==> config.mk <==
export PLATFORM = sky130hd
export DESIGN_NAME = tape_boot_loader
export DESIGN_NICKNAME = d
export VERILOG_FILES = /design/src/rtl/tbl_pkg.sv /design/src/rtl/tbl_line_assembler.sv /design/src/rtl/tbl_cmd_sequencer.sv /design/src/rtl/tape_boot_loader.sv
export SDC_FILE = /design/constraint.sdc
export NUM_CORES = 1
export LEC_CHECK = 0
export CORE_AREA = 2 2 147 106
export CTS_CLUSTER_DIAMETER = 150
export CTS_CLUSTER_SIZE = 12
export DETAILED_ROUTE_END_ITERATION = 16
export DIE_AREA = 0 0 149 108
export GPL_TIMING_DRIVEN = 0
export PLACE_DENSITY = 0.52
export SLEW_MARGIN = 20
export SYNTH_ARGS = -nofsm -noshare
export SYNTH_HDL_FRONTEND = slang
export SYNTH_SLANG_ARGS = --single-unit
==> constraint.sdc <==
create_clock -name clk_i -period 1.9 [get_ports clk_i]
set_input_delay 0.38 -clock clk_i [delete_from_list [all_inputs] [get_ports clk_i]]
set_output_delay 0.38 -clock clk_i [all_outputs]
set_load 0.03 [all_outputs]
==> src/rtl/tbl_pkg.sv <==
package tbl_pkg;
  localparam int OPC_W = 5;
  localparam logic [OPC_W-1:0] OPC_DEPOSIT = 5'b01101;
  localparam logic [OPC_W-1:0] OPC_JUMP    = 5'b11000;

  typedef enum logic [1:0] {
    ST_IDLE  = 2'd0,
    ST_LOAD  = 2'd1,
    ST_DONE  = 2'd2,
    ST_FAULT = 2'd3
  } load_state_e;
endpackage

==> src/rtl/tbl_line_assembler.sv <==
module tbl_line_assembler #(
  parameter int LINE_BITS      = 6,
  parameter int LINES_PER_WORD = 3,
  localparam int WORD_W = LINE_BITS * LINES_PER_WORD,
  localparam int PART_W = WORD_W - LINE_BITS,
  localparam int CNT_W  = $clog2(LINES_PER_WORD)
) (
  input  logic                 clk_i,
  input  logic                 rst_ni,
  input  logic                 enable_i,
  input  logic                 clear_i,
  input  logic                 line_valid_i,
  input  logic [LINE_BITS+1:0] line_holes_i,
  output logic                 word_valid_o,
  output logic [WORD_W-1:0]    word_o
);
  localparam logic [CNT_W-1:0] LAST = CNT_W'(LINES_PER_WORD - 1);

  logic [CNT_W-1:0]     cnt_q;
  logic [PART_W-1:0]    part_q;
  logic [LINE_BITS-1:0] bits;
  logic                 accept;

  // hole 8 gates the line, hole 7 is dropped
  assign accept = enable_i & line_valid_i & line_holes_i[LINE_BITS+1];
  assign bits   = line_holes_i[LINE_BITS-1:0];

  always_ff @(posedge clk_i or negedge rst_ni) begin
    if (!rst_ni) begin
      cnt_q        <= '0;
      part_q       <= '0;
      word_valid_o <= 1'b0;
      word_o       <= '0;
    end else if (clear_i) begin
      cnt_q        <= '0;
      word_valid_o <= 1'b0;
    end else begin
      word_valid_o <= 1'b0;
      if (accept) begin
        if (cnt_q == LAST) begin
          cnt_q        <= '0;
          word_o       <= {part_q, bits};
          word_valid_o <= 1'b1;
        end else begin
          cnt_q  <= cnt_q + 1'b1;
          part_q <= {part_q[PART_W-LINE_BITS-1:0], bits};
        end
      end
    end
  end

  p_skip_r2: assert property (@(posedge clk_i) disable iff (!rst_ni)
    (!clear_i && !(line_valid_i && line_holes_i[LINE_BITS+1])) |=> $stable(cnt_q));
  p_hole7_r2: assert property (@(posedge clk_i) disable iff (!rst_ni)
    (enable_i && !clear_i && line_valid_i && line_holes_i[LINE_BITS+1] && line_holes_i[LINE_BITS])
      |=> (cnt_q != $past(cnt_q) || word_valid_o));
  p_cnt_range_r3: assert property (@(posedge clk_i) disable iff (!rst_ni)
    cnt_q <= LAST);
  p_clear_r8: assert property (@(posedge clk_i) disable iff (!rst_ni)
    clear_i |=> (cnt_q == '0 && !word_valid_o));
endmodule

==> src/rtl/tbl_cmd_sequencer.sv <==
module tbl_cmd_sequencer
  import tbl_pkg::*;
#(
  parameter int WORD_W = 18,
  parameter int ADDR_W = 12
) (
  input  logic              clk_i,
  input  logic              rst_ni,
  input  logic              start_i,
  input  logic              word_valid_i,
  input  logic [WORD_W-1:0] word_i,
  output logic              loading_o,
  output logic              mem_we_o,
  output logic [ADDR_W-1:0] mem_addr_o,
  output logic [WORD_W-1:0] mem_data_o,
  output logic              done_o,
  output logic [ADDR_W-1:0] done_addr_o,
  output logic              error_o
);
  load_state_e       state_q;
  logic              is_data_q;
  logic [ADDR_W-1:0] target_q;
  logic [OPC_W-1:0]  opc;
  logic [ADDR_W-1:0] cmd_addr;

  assign opc       = word_i[WORD_W-1 -: OPC_W];
  assign cmd_addr  = word_i[ADDR_W-1:0];
  assign loading_o = (state_q == ST_LOAD);

  always_ff @(posedge clk_i or negedge rst_ni) begin
    if (!rst_ni) begin
      state_q     <= ST_IDLE;
      is_data_q   <= 1'b0;
      target_q    <= '0;
      mem_we_o    <= 1'b0;
      mem_addr_o  <= '0;
      mem_data_o  <= '0;
      done_o      <= 1'b0;
      done_addr_o <= '0;
      error_o     <= 1'b0;
    end else if (start_i) begin
      state_q   <= ST_LOAD;
      is_data_q <= 1'b0;
      mem_we_o  <= 1'b0;
      done_o    <= 1'b0;
      error_o   <= 1'b0;
    end else begin
      mem_we_o <= 1'b0;
      done_o   <= 1'b0;
      if (state_q == ST_LOAD && word_valid_i) begin
        if (is_data_q) begin
          mem_we_o   <= 1'b1;
          mem_addr_o <= target_q;
          mem_data_o <= word_i;
          is_data_q  <= 1'b0;
        end else begin
          unique case (opc)
            OPC_DEPOSIT: begin
              target_q  <= cmd_addr;
              is_data_q <= 1'b1;
            end
            OPC_JUMP: begin
              done_o      <= 1'b1;
              done_addr_o <= cmd_addr;
              state_q     <= ST_DONE;
            end
            default: begin
              error_o <= 1'b1;
              state_q <= ST_FAULT;
            end
          endcase
        end
      end
    end
  end

  p_single_we_r5: assert property (@(posedge clk_i) disable iff (!rst_ni)
    mem_we_o |=> !mem_we_o);
  p_we_not_done_r6: assert property (@(posedge clk_i) disable iff (!rst_ni)
    mem_we_o |-> !done_o);
  p_done_stops_r6: assert property (@(posedge clk_i) disable iff (!rst_ni)
    (done_o && !start_i) |=> (!loading_o && !mem_we_o));
  p_err_sticky_r7: assert property (@(posedge clk_i) disable iff (!rst_ni)
    (error_o && !start_i) |=> error_o);
  p_err_no_write_r7: assert property (@(posedge clk_i) disable iff (!rst_ni)
    error_o |-> !mem_we_o);
endmodule

==> src/rtl/tape_boot_loader.sv <==
module tape_boot_loader #(
  parameter int LINE_BITS      = 6,
  parameter int LINES_PER_WORD = 3,
  parameter int ADDR_W         = 12,
  localparam int WORD_W = LINE_BITS * LINES_PER_WORD
) (
  input  logic                 clk_i,
  input  logic                 rst_ni,
  input  logic                 start_i,
  input  logic                 line_valid_i,
  input  logic [LINE_BITS+1:0] line_holes_i,
  output logic                 mem_we_o,
  output logic [ADDR_W-1:0]    mem_addr_o,
  output logic [WORD_W-1:0]    mem_data_o,
  output logic                 done_o,
  output logic [ADDR_W-1:0]    done_addr_o,
  output logic                 error_o
);
  logic              loading;
  logic              word_valid;
  logic [WORD_W-1:0] word;

  tbl_line_assembler #(
    .LINE_BITS     (LINE_BITS),
    .LINES_PER_WORD(LINES_PER_WORD)
  ) u_asm (
    .clk_i       (clk_i),
    .rst_ni      (rst_ni),
    .enable_i    (loading),
    .clear_i     (start_i),
    .line_valid_i(line_valid_i),
    .line_holes_i(line_holes_i),
    .word_valid_o(word_valid),
    .word_o      (word)
  );

  tbl_cmd_sequencer #(
    .WORD_W(WORD_W),
    .ADDR_W(ADDR_W)
  ) u_seq (
    .clk_i       (clk_i),
    .rst_ni      (rst_ni),
    .start_i     (start_i),
    .word_valid_i(word_valid),
    .word_i      (word),
    .loading_o   (loading),
    .mem_we_o    (mem_we_o),
    .mem_addr_o  (mem_addr_o),
    .mem_data_o  (mem_data_o),
    .done_o      (done_o),
    .done_addr_o (done_addr_o),
    .error_o     (error_o)
  );
endmodule

==> impl_metrics.tcl <==
set metrics [dict create \
    max_stage_delay_ns 0.44 \
    initialDrtViolationCount 49 \
    max_freq_ghz 0.5342 \
    clkPwrFrac 0.471 \
    cts_tree "built" \
    whs_ns 0.2339 \
    finalCritPeriodShare 0.9852 \
    synth_cell_types 29 \
    drc 0 \
    crit_arrival_ns 2.09 \
    swShare 0.1971 \
    grt_usage 0.1030 \
    drv_slew 0 \
    synth_seq_cells 93 \
    synth_xor_area_frac 0 \
    p_switching_mw 0.8829 \
    relSlewSlack 0.7089 \
    syn-instance-count 221 \
    hold_class "in2reg" \
    slowest_stage "dfrtp_2" \
    rrSetupSlack_ns 0.03 \
    numCtsBuffers 9 \
    fin_nets 305 \
    pin_count 57 \
    status "finished clean" \
    clk_pin_slew_ns 0.07 \
    cts-root-buf "clkbuf_16" \
    viasPerCell 4.126 \
    die_width_um 149 \
    fin_crit_ns 1.872 \
    synth_compound_area_frac 0.01278 \
    cp_max_fo 6 \
    power_density_nw_per_um2 912.1 \
    clkSinkCount 93 \
    cp_num_buf_inv 1 \
    cp-start-kind "flip-flop" \
    antenna_cells 0 \
    yosysWarnings 0 \
    worstHoldStart "start_i" \
    drive_gt1_frac 0.4195 \
    crit_required_ns 2.12 \
    synth-seq-area-share 0.6425 \
    syn_to_final_growth_pct 35.61 \
    vdd_drop_max_mv 0.5248 \
    finalHoldViolations 0 \
    totalWireLength_um 7737 \
    vias 2034 \
    maxCapViolCount 0 \
    avgSynthCellArea_um2 16.39 \
    grt_overflow 0 \
    p_int_mw 3.598 \
    cp_cell_sequence "or3b_4, nor4_4, buf_6, mux2_4" \
    synth_top_family_by_area "multiplexers" \
    synth-adder-area-share 0 \
    p_leak_nw 2.246 \
    endpoint_kind "flip-flop" \
    utilization 0.3379 \
    grt_pass1_wl_um 12430 \
    grt_pass1_vias 2212 \
    routabilityCongestion 0.6893 \
    die_area_um2 16090 \
    insertion_delay_ns 0.34 \
    mappedNetlistArea_um2 3622 \
    worst_pin_slew_ns 0.4308 \
    finalSetupTns_ns 0 \
    worst_slack_ns 0.02819 \
    worstHoldPathCells 2 \
    yosysTopAreaCellShare 0.6425 \
    synth_top_area_cell "dfrtp_1" \
    post_drt_wl_per_cell_um 15.69 \
    reg2reg_from "u_seq.state_q[1]$_DFFE_PN0P_" \
    dp_hpwl_um 5392 \
    htree_levels 3 \
    clockBufferDepth 2 \
    numPortBuffers 54 \
    synthTopCellsByArea "dfrtp_1 64%, mux2_2 23%, mux2_4 4.1%" \
    seq_power_share 0.483 \
    post-place-ws_ns -0.3375 \
    mappedNetlistNets 233 \
    synth-simple-area-share 0.05009 \
    start_util 0.2492 \
    grt_antenna_before_repair 0 \
    reg2reg_depth 4 \
    r2r-end "u_seq.target_q[9]$_DFFE_PN0P_" \
    die_h_um 108 \
    hold_end "u_asm.cnt_q[0]$_DFFE_PN0P_" \
    power_mw 4.480 \
    worstSetupPathType "reg2reg" \
    skew_ns 0.007739 \
    finalSetupViolCount 0 \
    grt_max_degree 62 \
    dr.pass1.iters 4 \
    combPwrFrac 0.045 \
    core_area_um2 14540 \
    rows 37 \
    rsz0062_at_grt "true" \
    crit_family "simple AND/OR/NAND/NOR gates" \
    ant_nets 0 \
    synth_mux_area_frac 0.2715 \
]
[area by class of cell]
class / instances / area [um^2]
sequential: 93 / 2330
clock inverter: 3 / 90.09
buffer: 9 / 95.09
inverter: 3 / 11.26
fill: 1450 / 9624
tap: 195 / 244.0
multi-input combinational: 115 / 1231
clock buffer: 13 / 270.3
timing repair buffer: 62 / 640.6
[per-layer routing]
metal | vias to the layer above | GRT usage | share of wire
li1 | 933 | - | -
met1 | 1041 | 0.1440 | 0.51
met2 | 51 | 0.1455 | 0.42
met3 | 9 | 0.04473 | 0.060
met4 | 0 | 0.02721 | 0.0093
met5 | - | 0 | 0
[cells in the mapped netlist]
master,instances
a21o_1,2
a21oi_1,4
and3_1,1
buf_2,4
buf_4,2
buf_6,3
clkbuf_1,1
dfrtp_1,93
inv_1,3
mux2_2,74
mux2_4,10
nand2_1,4
nand2b_1,1
nand3_1,1
nand3b_1,1
nand4_1,1
nand4b_1,2
nor2b_1,2
nor3_2,1
nor3b_1,1
nor3b_2,1
nor4_4,1
nor4b_1,1
nor4bb_1,1
o21ai_0,1
o22ai_1,1
or3_1,1
or3b_2,2
or3b_4,1
[sequential cells by signal (all words and copies together), names as in the netlist]
name,cells
u_seq.state_q,2
u_asm.word_o,18
u_asm.part_q,12
u_seq.mem_addr_o,12
u_seq.done_addr_o,12
u_seq.done_o,1
u_seq.error_o,1
u_seq.target_q,12
u_seq.mem_data_o,18
u_asm.cnt_q,2
u_seq.mem_we_o,1
u_seq.is_data_q,1
u_asm.word_valid_o,1
[worst max path at each step]
stage	startpoint	slack [ns]	cells past startpoint	endpoint
final	u_seq.state_q[1]$_DFFE_PN0P_	0.03	4	u_seq.target_q[9]$_DFFE_PN0P_
after global routing	u_seq.state_q[1]$_DFFE_PN0P_	-0.04	4	u_seq.target_q[9]$_DFFE_PN0P_
after CTS	u_seq.state_q[1]$_DFFE_PN0P_	-0.005	4	u_seq.target_q[9]$_DFFE_PN0P_
after detailed placement	u_asm.word_o[14]$_DFFE_PN0P_	-0.34	4	u_seq.done_addr_o[5]$_DFFE_PN0P_
after global placement	rst_ni	-3.02	1	u_seq.done_addr_o[10]$_DFFE_PN0P_
after floorplan	start_i	0.03	5	u_seq.target_q[10]$_DFFE_PN0P_
[per-stage QoR]
stage	instance area (um^2)	instances
after global placement	4407	470
final	4912	493
after global routing	4912	493
after CTS	4876	492
after detailed placement	4436	471
after floorplan	3622	221
[power groups by stage]
| stage | logic (mW) | clock network [mW] | registers (mW) |
|---|---|---|---|
| after floorplan | 0.119 | 0 | 2.17 |
| after global placement | 0.189 | 0 | 2.20 |
| after detailed placement | 0.203 | 0 | 2.20 |
| after CTS | 0.208 | 2.19 | 2.17 |
| after global routing | 0.230 | 2.27 | 2.19 |
| final | 0.203 | 2.11 | 2.17 |
[cell usage in the layout, fill, tap and decap left out]
master           synthesis  layout
buf_4                    2       5
clkbuf_16                0       9
buf_8                    0       1
a21oi_1                  4       4
dlygate4sd3_1            0       1
nor3_4                   0       1
or3_1                    1       1
nor4b_2                  0       1
nor2b_1                  2       2
nand4_1                  1       1
nand3_1                  1       1
nand2_1                  4       4
buf_2                    4       1
o21ai_0                  1       1
buf_6                    3       8
buf_12                   0       1
dfrtp_2                  0       2
a21o_1                   2       2
mux2_4                  10      12
inv_1                    3       3
clkdlybuf4s50_1          0      53
nor3b_1                  1       1
nand4b_1                 2       2
bufinv_16                0       3
nor4_4                   1       1
nand2b_1                 1       1
o22ai_1                  1       1
buf_16                   0       1
nor4bb_1                 1       1
nor3b_2                  1       1
and3_1                   1       1
mux2_2                  74      72
clkbuf_1                 1       1
nand3b_1                 1       1
or3b_2                   2       2
dfrtp_1                 93      91
or3b_4                   1       1
clkbuf_8                 0       3
[kinds of logic after synthesis]
family          after synthesis
compound gates                8
buf+inv                      13
flops                        93
mux                          84
simple gates                 23
[timing repair]
| item | 4_1_cts | 5_1_grt |
|---|---|---|
| hold buffers | 1 | 0 |
| setup endpoints to repair | 65 | 66 |
| buffers inserted | 3 | 2 |
| gates cloned | 1 | 0 |
| gates resized for setup | 8 | 8 |
| hold endpoints to repair | 32 | 0 |
| pin swaps | 2 | 1 |
[worst register-to-register path, delay by kind of cell, from the launching register on]
| family | cells | cell delay [ns] |
|---|---|---|
| and+or+nand+nor | 2 | 0.79 |
| buffers and inverters | 1 | 0.21 |
| muxes | 1 | 0.31 |
| DFF | 1 | 0.44 |
Power figures use the tool's default switching activity.
